**config.mk**
```make
export PLATFORM = sky130hd
export DESIGN_NAME = sscc_channel
export DESIGN_NICKNAME = d
export VERILOG_FILES = /design/src/rtl/sscc_pkg.sv /design/src/rtl/sscc_sync.sv /design/src/rtl/sscc_clkgen.sv /design/src/rtl/sscc_shifter.sv /design/src/rtl/sscc_channel.sv
export SDC_FILE = /design/constraint.sdc
export NUM_CORES = 1
export LEC_CHECK = 0
export ABC_AREA = 1
export BUFFER_PORTS_ARGS = -buffer_cell sky130_fd_sc_hd__buf_2
export CORE_MARGIN = 2
export CORE_UTILIZATION = 37
export CTS_BUF_LIST = sky130_fd_sc_hd__clkbuf_8
export CTS_CLUSTER_SIZE = 25
export DETAILED_ROUTE_END_ITERATION = 12
export SYNTH_ARGS = -nofsm -noshare
export SYNTH_HDL_FRONTEND = slang
export SYNTH_SLANG_ARGS = --single-unit
```
**constraint.sdc**
```tcl
create_clock -name clk -period 1.9 [get_ports clk]
set_input_delay 0.19 -clock clk [delete_from_list [all_inputs] [get_ports clk]]
set_output_delay 0.19 -clock clk [all_outputs]
set_load 0.02 [all_outputs]
```
**src/rtl/sscc_pkg.sv**
```systemverilog
`timescale 1ns/1ps
package sscc_pkg;
  localparam int BYTE_W = 8;
  localparam int CNT_W  = 3;

  typedef struct packed {
    logic master;
    logic tx;
    logic spare;
    logic hs_en;
    logic xfer_en;
    logic auto_re;
    logic err;
    logic stat;
  } ctl_t;

  // a byte can be moved: something to send, or room to receive
  function automatic logic buf_ready(input logic tx, input logic full);
    return tx ? full : ~full;
  endfunction

  // status sense flips with direction
  function automatic logic status_bit(input logic tx, input logic full);
    return tx ? ~full : full;
  endfunction

  function automatic logic hs_mode(input ctl_t c);
    return c.hs_en & c.xfer_en & c.auto_re;
  endfunction
endpackage

```
**src/rtl/sscc_sync.sv**
```systemverilog
`timescale 1ns/1ps
module sscc_sync #(
  parameter int W = 3,
  parameter logic [W-1:0] RST_VAL = '0
) (
  input  logic         clk,
  input  logic         rst_n,
  input  logic [W-1:0] d,
  output logic [W-1:0] q
);
  for (genvar i = 0; i < W; i++) begin : g_bit
    logic [1:0] st;
    always_ff @(posedge clk or negedge rst_n) begin
      if (!rst_n) st <= {2{RST_VAL[i]}};
      else        st <= {st[0], d[i]};
    end
    assign q[i] = st[1];
  end
endmodule

```
**src/rtl/sscc_clkgen.sv**
```systemverilog
`timescale 1ns/1ps
module sscc_clkgen #(
  parameter int HALF_DIV = 4
) (
  input  logic clk,
  input  logic rst_n,
  input  logic run,
  output logic sclk,
  output logic fall_ev,
  output logic rise_ev
);
  localparam int DW = (HALF_DIV > 1) ? $clog2(HALF_DIV) : 1;

  logic [DW-1:0] div_q;
  logic          sclk_q;
  logic          tick;

  assign tick = run && (div_q == DW'(HALF_DIV - 1));

  always_ff @(posedge clk or negedge rst_n) begin
    if (!rst_n) begin
      div_q  <= '0;
      sclk_q <= 1'b1;
    end else if (!run) begin
      div_q  <= '0;
      sclk_q <= 1'b1;
    end else if (tick) begin
      div_q  <= '0;
      sclk_q <= ~sclk_q;
    end else begin
      div_q  <= div_q + 1'b1;
    end
  end

  assign sclk    = sclk_q;
  assign fall_ev = tick && sclk_q;
  assign rise_ev = tick && !sclk_q;
endmodule

```
**src/rtl/sscc_shifter.sv**
```systemverilog
`timescale 1ns/1ps
module sscc_shifter
  import sscc_pkg::*;
(
  input  logic              clk,
  input  logic              rst_n,
  input  logic              load,
  input  logic [BYTE_W-1:0] load_val,
  input  logic              fall_ev,
  input  logic              rise_ev,
  input  logic              sd_in,
  output logic              sd_out,
  output logic              last_rise,
  output logic [BYTE_W-1:0] rx_byte
);
  logic [BYTE_W-1:0] sr_q;
  logic [CNT_W-1:0]  cnt_q;
  logic              out_q;

  always_ff @(posedge clk or negedge rst_n) begin
    if (!rst_n) begin
      sr_q  <= '0;
      cnt_q <= '0;
      out_q <= 1'b0;
    end else begin
      if (load) begin
        sr_q  <= load_val;
        cnt_q <= '0;
      end else if (rise_ev) begin
        sr_q  <= {sr_q[BYTE_W-2:0], sd_in};
        cnt_q <= cnt_q + 1'b1;
      end
      if (fall_ev) out_q <= load ? load_val[BYTE_W-1] : sr_q[BYTE_W-1];
    end
  end

  assign sd_out    = out_q;
  assign last_rise = rise_ev && (cnt_q == CNT_W'(BYTE_W - 1));
  assign rx_byte   = {sr_q[BYTE_W-2:0], sd_in};
endmodule

```
**src/rtl/sscc_channel.sv**
```systemverilog
`timescale 1ns/1ps
module sscc_channel
  import sscc_pkg::*;
#(
  parameter int HALF_DIV = 4
) (
  input  logic       clk,
  input  logic       rst_n,
  input  logic       cpu_wr,
  input  logic       cpu_rd,
  input  logic       cpu_addr,
  input  logic [7:0] cpu_wdata,
  output logic [7:0] cpu_rdata,
  input  logic       sclk_in,
  output logic       sclk_out,
  output logic       sclk_oe,
  input  logic       sd_in,
  output logic       sd_out,
  input  logic       hs_in,
  output logic       hs_out
);
  ctl_t              ctl_q, ctl_n, ctl_rd;
  logic [BYTE_W-1:0] buf_q;
  logic              full_q, busy_q, discard_q, sclk_d;

  logic [2:0] sync_q;
  logic       sclk_s, sd_s, hs_s;
  sscc_sync #(.W(3), .RST_VAL(3'b100)) u_sync (
    .clk(clk), .rst_n(rst_n), .d({sclk_in, sd_in, hs_in}), .q(sync_q));
  assign {sclk_s, sd_s, hs_s} = sync_q;

  // named events for the checker
  logic m_sclk, m_fall, m_rise, s_fall, s_rise;
  logic fall_ev, rise_ev, last_rise, done_ev;
  logic avail, m_start, s_start, s_bad, start_ev;
  logic ctl_wr, buf_acc, err_set;
  logic [BYTE_W-1:0] rx_byte;

  sscc_clkgen #(.HALF_DIV(HALF_DIV)) u_clkgen (
    .clk(clk), .rst_n(rst_n), .run(ctl_q.master && busy_q),
    .sclk(m_sclk), .fall_ev(m_fall), .rise_ev(m_rise));

  assign s_fall  = !ctl_q.master && sclk_d && !sclk_s;
  assign s_rise  = !ctl_q.master && !sclk_d && sclk_s;
  assign fall_ev = ctl_q.master ? m_fall : s_fall;
  assign rise_ev = ctl_q.master ? m_rise : s_rise;

  assign avail   = buf_ready(ctl_q.tx, full_q);
  assign m_start = ctl_q.master && !busy_q && ctl_q.xfer_en && avail &&
                   (!hs_mode(ctl_q) || hs_s);
  assign s_start = !ctl_q.master && !busy_q && s_fall;
  assign s_bad   = s_start && !(ctl_q.xfer_en && avail);
  assign start_ev = m_start || s_start;
  assign done_ev = last_rise && busy_q && !discard_q;

  sscc_shifter u_shift (
    .clk(clk), .rst_n(rst_n), .load(start_ev), .load_val(buf_q),
    .fall_ev(fall_ev), .rise_ev(rise_ev), .sd_in(sd_s),
    .sd_out(sd_out), .last_rise(last_rise), .rx_byte(rx_byte));

  assign ctl_wr  = cpu_wr && !cpu_addr;
  assign buf_acc = (cpu_wr || cpu_rd) && cpu_addr;
  assign err_set = (buf_acc && busy_q) || s_bad;

  always_comb begin
    ctl_n = ctl_q;
    if (ctl_wr) begin
      ctl_n.master  = cpu_wdata[7];
      ctl_n.tx      = cpu_wdata[6];
      ctl_n.spare   = cpu_wdata[5];
      ctl_n.hs_en   = cpu_wdata[4];
      ctl_n.xfer_en = cpu_wdata[3];
      ctl_n.auto_re = cpu_wdata[2];
      if (!cpu_wdata[1]) ctl_n.err = 1'b0;
    end else if (done_ev && !ctl_q.auto_re) begin
      ctl_n.xfer_en = 1'b0;
    end
    if (err_set) ctl_n.err = 1'b1;
    ctl_n.stat = 1'b0;
  end

  always_ff @(posedge clk or negedge rst_n) begin
    if (!rst_n) begin
      ctl_q     <= '0;
      buf_q     <= '0;
      full_q    <= 1'b0;
      busy_q    <= 1'b0;
      discard_q <= 1'b0;
      sclk_d    <= 1'b1;
    end else begin
      ctl_q  <= ctl_n;
      sclk_d <= sclk_s;
      if (start_ev) begin
        busy_q    <= 1'b1;
        discard_q <= s_bad;
      end else if (last_rise) begin
        busy_q    <= 1'b0;
        discard_q <= 1'b0;
      end
      if (done_ev) begin
        if (ctl_q.tx) full_q <= 1'b0;
        else begin
          buf_q  <= rx_byte;
          full_q <= 1'b1;
        end
      end else if (buf_acc && !busy_q) begin
        if (cpu_wr) begin
          buf_q <= cpu_wdata;
          if (ctl_q.tx) full_q <= 1'b1;
        end else if (!ctl_q.tx) begin
          full_q <= 1'b0;
        end
      end
    end
  end

  always_comb begin
    ctl_rd      = ctl_q;
    ctl_rd.stat = status_bit(ctl_q.tx, full_q);
  end

  assign cpu_rdata = cpu_addr ? buf_q : ctl_rd;
  assign sclk_out  = ctl_q.master ? m_sclk : 1'b1;
  assign sclk_oe   = ctl_q.master;
  assign hs_out    = !ctl_q.master && hs_mode(ctl_q) && !busy_q && avail;
endmodule

```
==> summary.txt <==
Detailed routing
  – Post-route ant nets: 0
  – WL/cell: 13.0 um
  – Drt pass-1 iters: 4
  – Drt total wl: 4540 um
  – Via-to-Cell Ratio: 4.75
  – Vias: 1662
  – DRC viols: 0
  – Starting DRT DRC Count: 92

STA
  – Max-slew violations: 0
  – Tmin final: 1710 ps
  – Min Hold Slack: 102 ps
  – Setup Skew: 9.48 ps
  – Crit share post-route: 90.0%
  – RSZ-0062 raised after global routing: no
  – Worst slew pin tran: 503 ps
  – Final setup margin: around 190 ps
  – # setup viols final: 0
  – Slew margin rel.: 66.4%
  – Final hold vios: 0
  – F_max: 585 MHz
  – Setup TNS: 0 ps

Cells and area
  – Final cell count without fillers: between 300 and 400
  – Finished Cell Area: 0.00238 sq mm
  – Util after Layout: 44.0%
  – Synth-to-Final Area Change: 16.6%
  – Share of cells above drive strength 1: 22.3%
  – # diodes: 0
  – Fin nets: 296

Logic synthesis
  – EDFF count, synth: 0
  – Synth Net Count: 263
  – Main synth FF type: dfrtp_1
  – Most common cell in the netlist: nand2_1
  – Top cell type's share of synthesized area: roughly 44%
  – Area contributors post-synth: dfrtp_1 (44%), nand2_1 (19%), nand3_1 (5.4%)
  – Flop and latch count out of synthesis: 40
  – Post-Syn Instances: 244
  – Mean Syn Cell Area: 8.36 sq um
  – Yosys cell types: 28
  – Ys Warns: 0
  – Async set-reset flop share out of synthesis: 100%
  – Post-Syn Area: 0.00204 sq mm
  – Sequential fraction of the synthesis area: 49.3%
  – Most instantiated cells after synthesis: nand2_1 (101), dfrtp_1 (36), nand3_1 (22)
  – Yosys top cell by area: dfrtp_1

Hold path
  – Endpoint, Worst Hold: ctl_q[5]$_DFFE_PN0P_
  – Worst Hold Class: in2reg
  – Hold Path Origin: cpu_wdata[5]
  – WHS Path Cells: 3

Power and ir drop
  – Power Density: 1230 mW/mm^2
  – Clock power share: between 20% and 30%
  – Switching Share: 36.1%
  – Gate power share: a little over a quarter
  – P_leak: 1.22 nW
  – Psw: 1.05 mW
  – VDD IR-drop max: 0.545 mV
  – Pint: 1.86 mW
  – Flop pwr share: 46.2%
  – Pwr Total: 2.92 mW

Clock network
  – CTS root buf: clkbuf_8
  – # H-tree levels: 2
  – CTS tree: yes
  – Post-CTS Resized: 0
  – Num CTS Buffers: 5
  – CTS Sinks: 40
  – Clock Latency Late Sink: 310 ps
  – CTS clk-pin slew, worst paths: 80 ps
  – Clock Tree Buf Depth: 2
  – Post-CTS Setup Bufs: 0

Setup path
  – R2r endpoint: buf_q[0]$_DFFE_PN0P_
  – CP startpoint: ctl_q[6]$_DFFE_PN0P_
  – Setup CP Type: reg2out
  – Critical Path AT: around 1500 ps
  – R2r setup slk: between 200 and 300 ps
  – Startpoint class of the critical path: flop
  – Required @ worst endpoint: roughly 1700 ps
  – Reg2Reg Depth: 7
  – CP max FO: 4
  – Endpoint type of the worst setup path: output port
  – R2r startpoint: sclk_oe$_DFFE_PN0P_

Placed design
  – Pre-CTS setup slack: 242 ps
  – DP Area: 0.00221 sq mm
  – Port Buf Inserts: 27
  – Inst Count DP: 338
  – Routability Congestion: 0.855
  – DP Wirelength: 3360 um

GRT
  – First-pass GRT wire length: between 8000 and 9000 um
  – Largest net degree at the start of global routing: 41
  – Initial antenna violation count: 0
  – Global route overflow: 0
  – Overall routing resource usage: roughly 17%
  – Vias in the first global route: 1683

Floorplan
  – Die W: approximately 78 um
  – Ports: 28
  – Std cell rows: 27
  – Vert. Die Dim: 78.3 um
  – Core area: 0.00541 sq mm
  – Initial Util: 37.8%
  – Die area: between 0.006 and 0.007 sq mm

Status
  – Status: finished clean

Flow run
  – Max cap viols: 0
## area by class of cell
class                   instances  area [sq um]
flip-flops and latches         40          1010
fillers                       566          3030
well taps                      72          90.1
multi-input cells             179           898
inverters                      18          67.6
clock buffers                   7          96.3
clock inverters                 1          30.0
repair buffers                 33           190
## kinds of logic after synthesis
| logic type | count (synthesis) | synth area share [%] |
|---|---|---|
| fa+ha+maj | 3 | 1.84 |
| compound gates | 14 | 3.86 |
| xor+xnor | 2 | 0.859 |
| flops | 40 | 49.3 |
| buf+inv | 25 | 6.68 |
| simple gates | 160 | 37.5 |
## cells in the final DEF (no fill, tap or decap), drive strengths merged
cell type and instances:
nand3 25, dlygate4sd3 4, ha 3, bufinv 1, dfstp 4, clkbuf 7, nand4 12, nor3 3
buf 29, nor2 12, o21bai 2, dfrtp 36, xnor2 2, inv 17, clkinv 1, o211ai 1
a31oi 1, nand2 108, o21ai 10
## critical path: stages, from the launching register on
cell	delay, ps
dfrtp_1	420
inv_2	120
nand2_1	80
nand2_1	140
nand4_1	110
nor3_1	150
buf_2	190
## flip-flops by register name (all words and copies together), names as in the netlist
name             cells
buf_q                8
busy_q               1
ctl_q                6
discard_q            1
full_q               1
sclk_d               1
sclk_oe              1
u_clkgen.div_q       2
u_clkgen.sclk        1
u_shift.cnt_q        3
u_shift.sd_out       1
u_shift.sr_q         8
u_sync.g_bit.st      6
## metal layers
layer	up-vias	share of wire [%]	global-route usage [%]	wire length, um
met5	-	0	0	0
met4	0	0.88	8.60	40
met3	3	5.0	4.14	227
met2	34	45	24.6	2040
met1	770	49	23.9	2240
li1	855	-	-	-
## timing repair
action,CTS,global route
setup endpoints to repair,0,0
endpoints found under the hold margin,39,0
hold buffers,4,0
## power by group through the flow
stage               clock, mW  sequential [mW]  combinational [mW]
floorplan                   0             1.29               0.638
detailed placement          0             1.36               0.805
global route            0.832             1.38               0.926
finish                  0.772             1.35               0.799
global placement            0             1.36               0.793
CTS                     0.788             1.34               0.813
## worst max-delay path by stage
stage | to | depth (start not counted)
after floorplan | hs_out | 5
after global placement | buf_q[0]$_DFFE_PN0P_ | 7
after detailed placement | buf_q[0]$_DFFE_PN0P_ | 7
after CTS | hs_out | 6
after global routing | buf_q[0]$_DFFE_PN0P_ | 7
final | hs_out | 6
No activity file was read; power rests on OpenSTA's default activity.
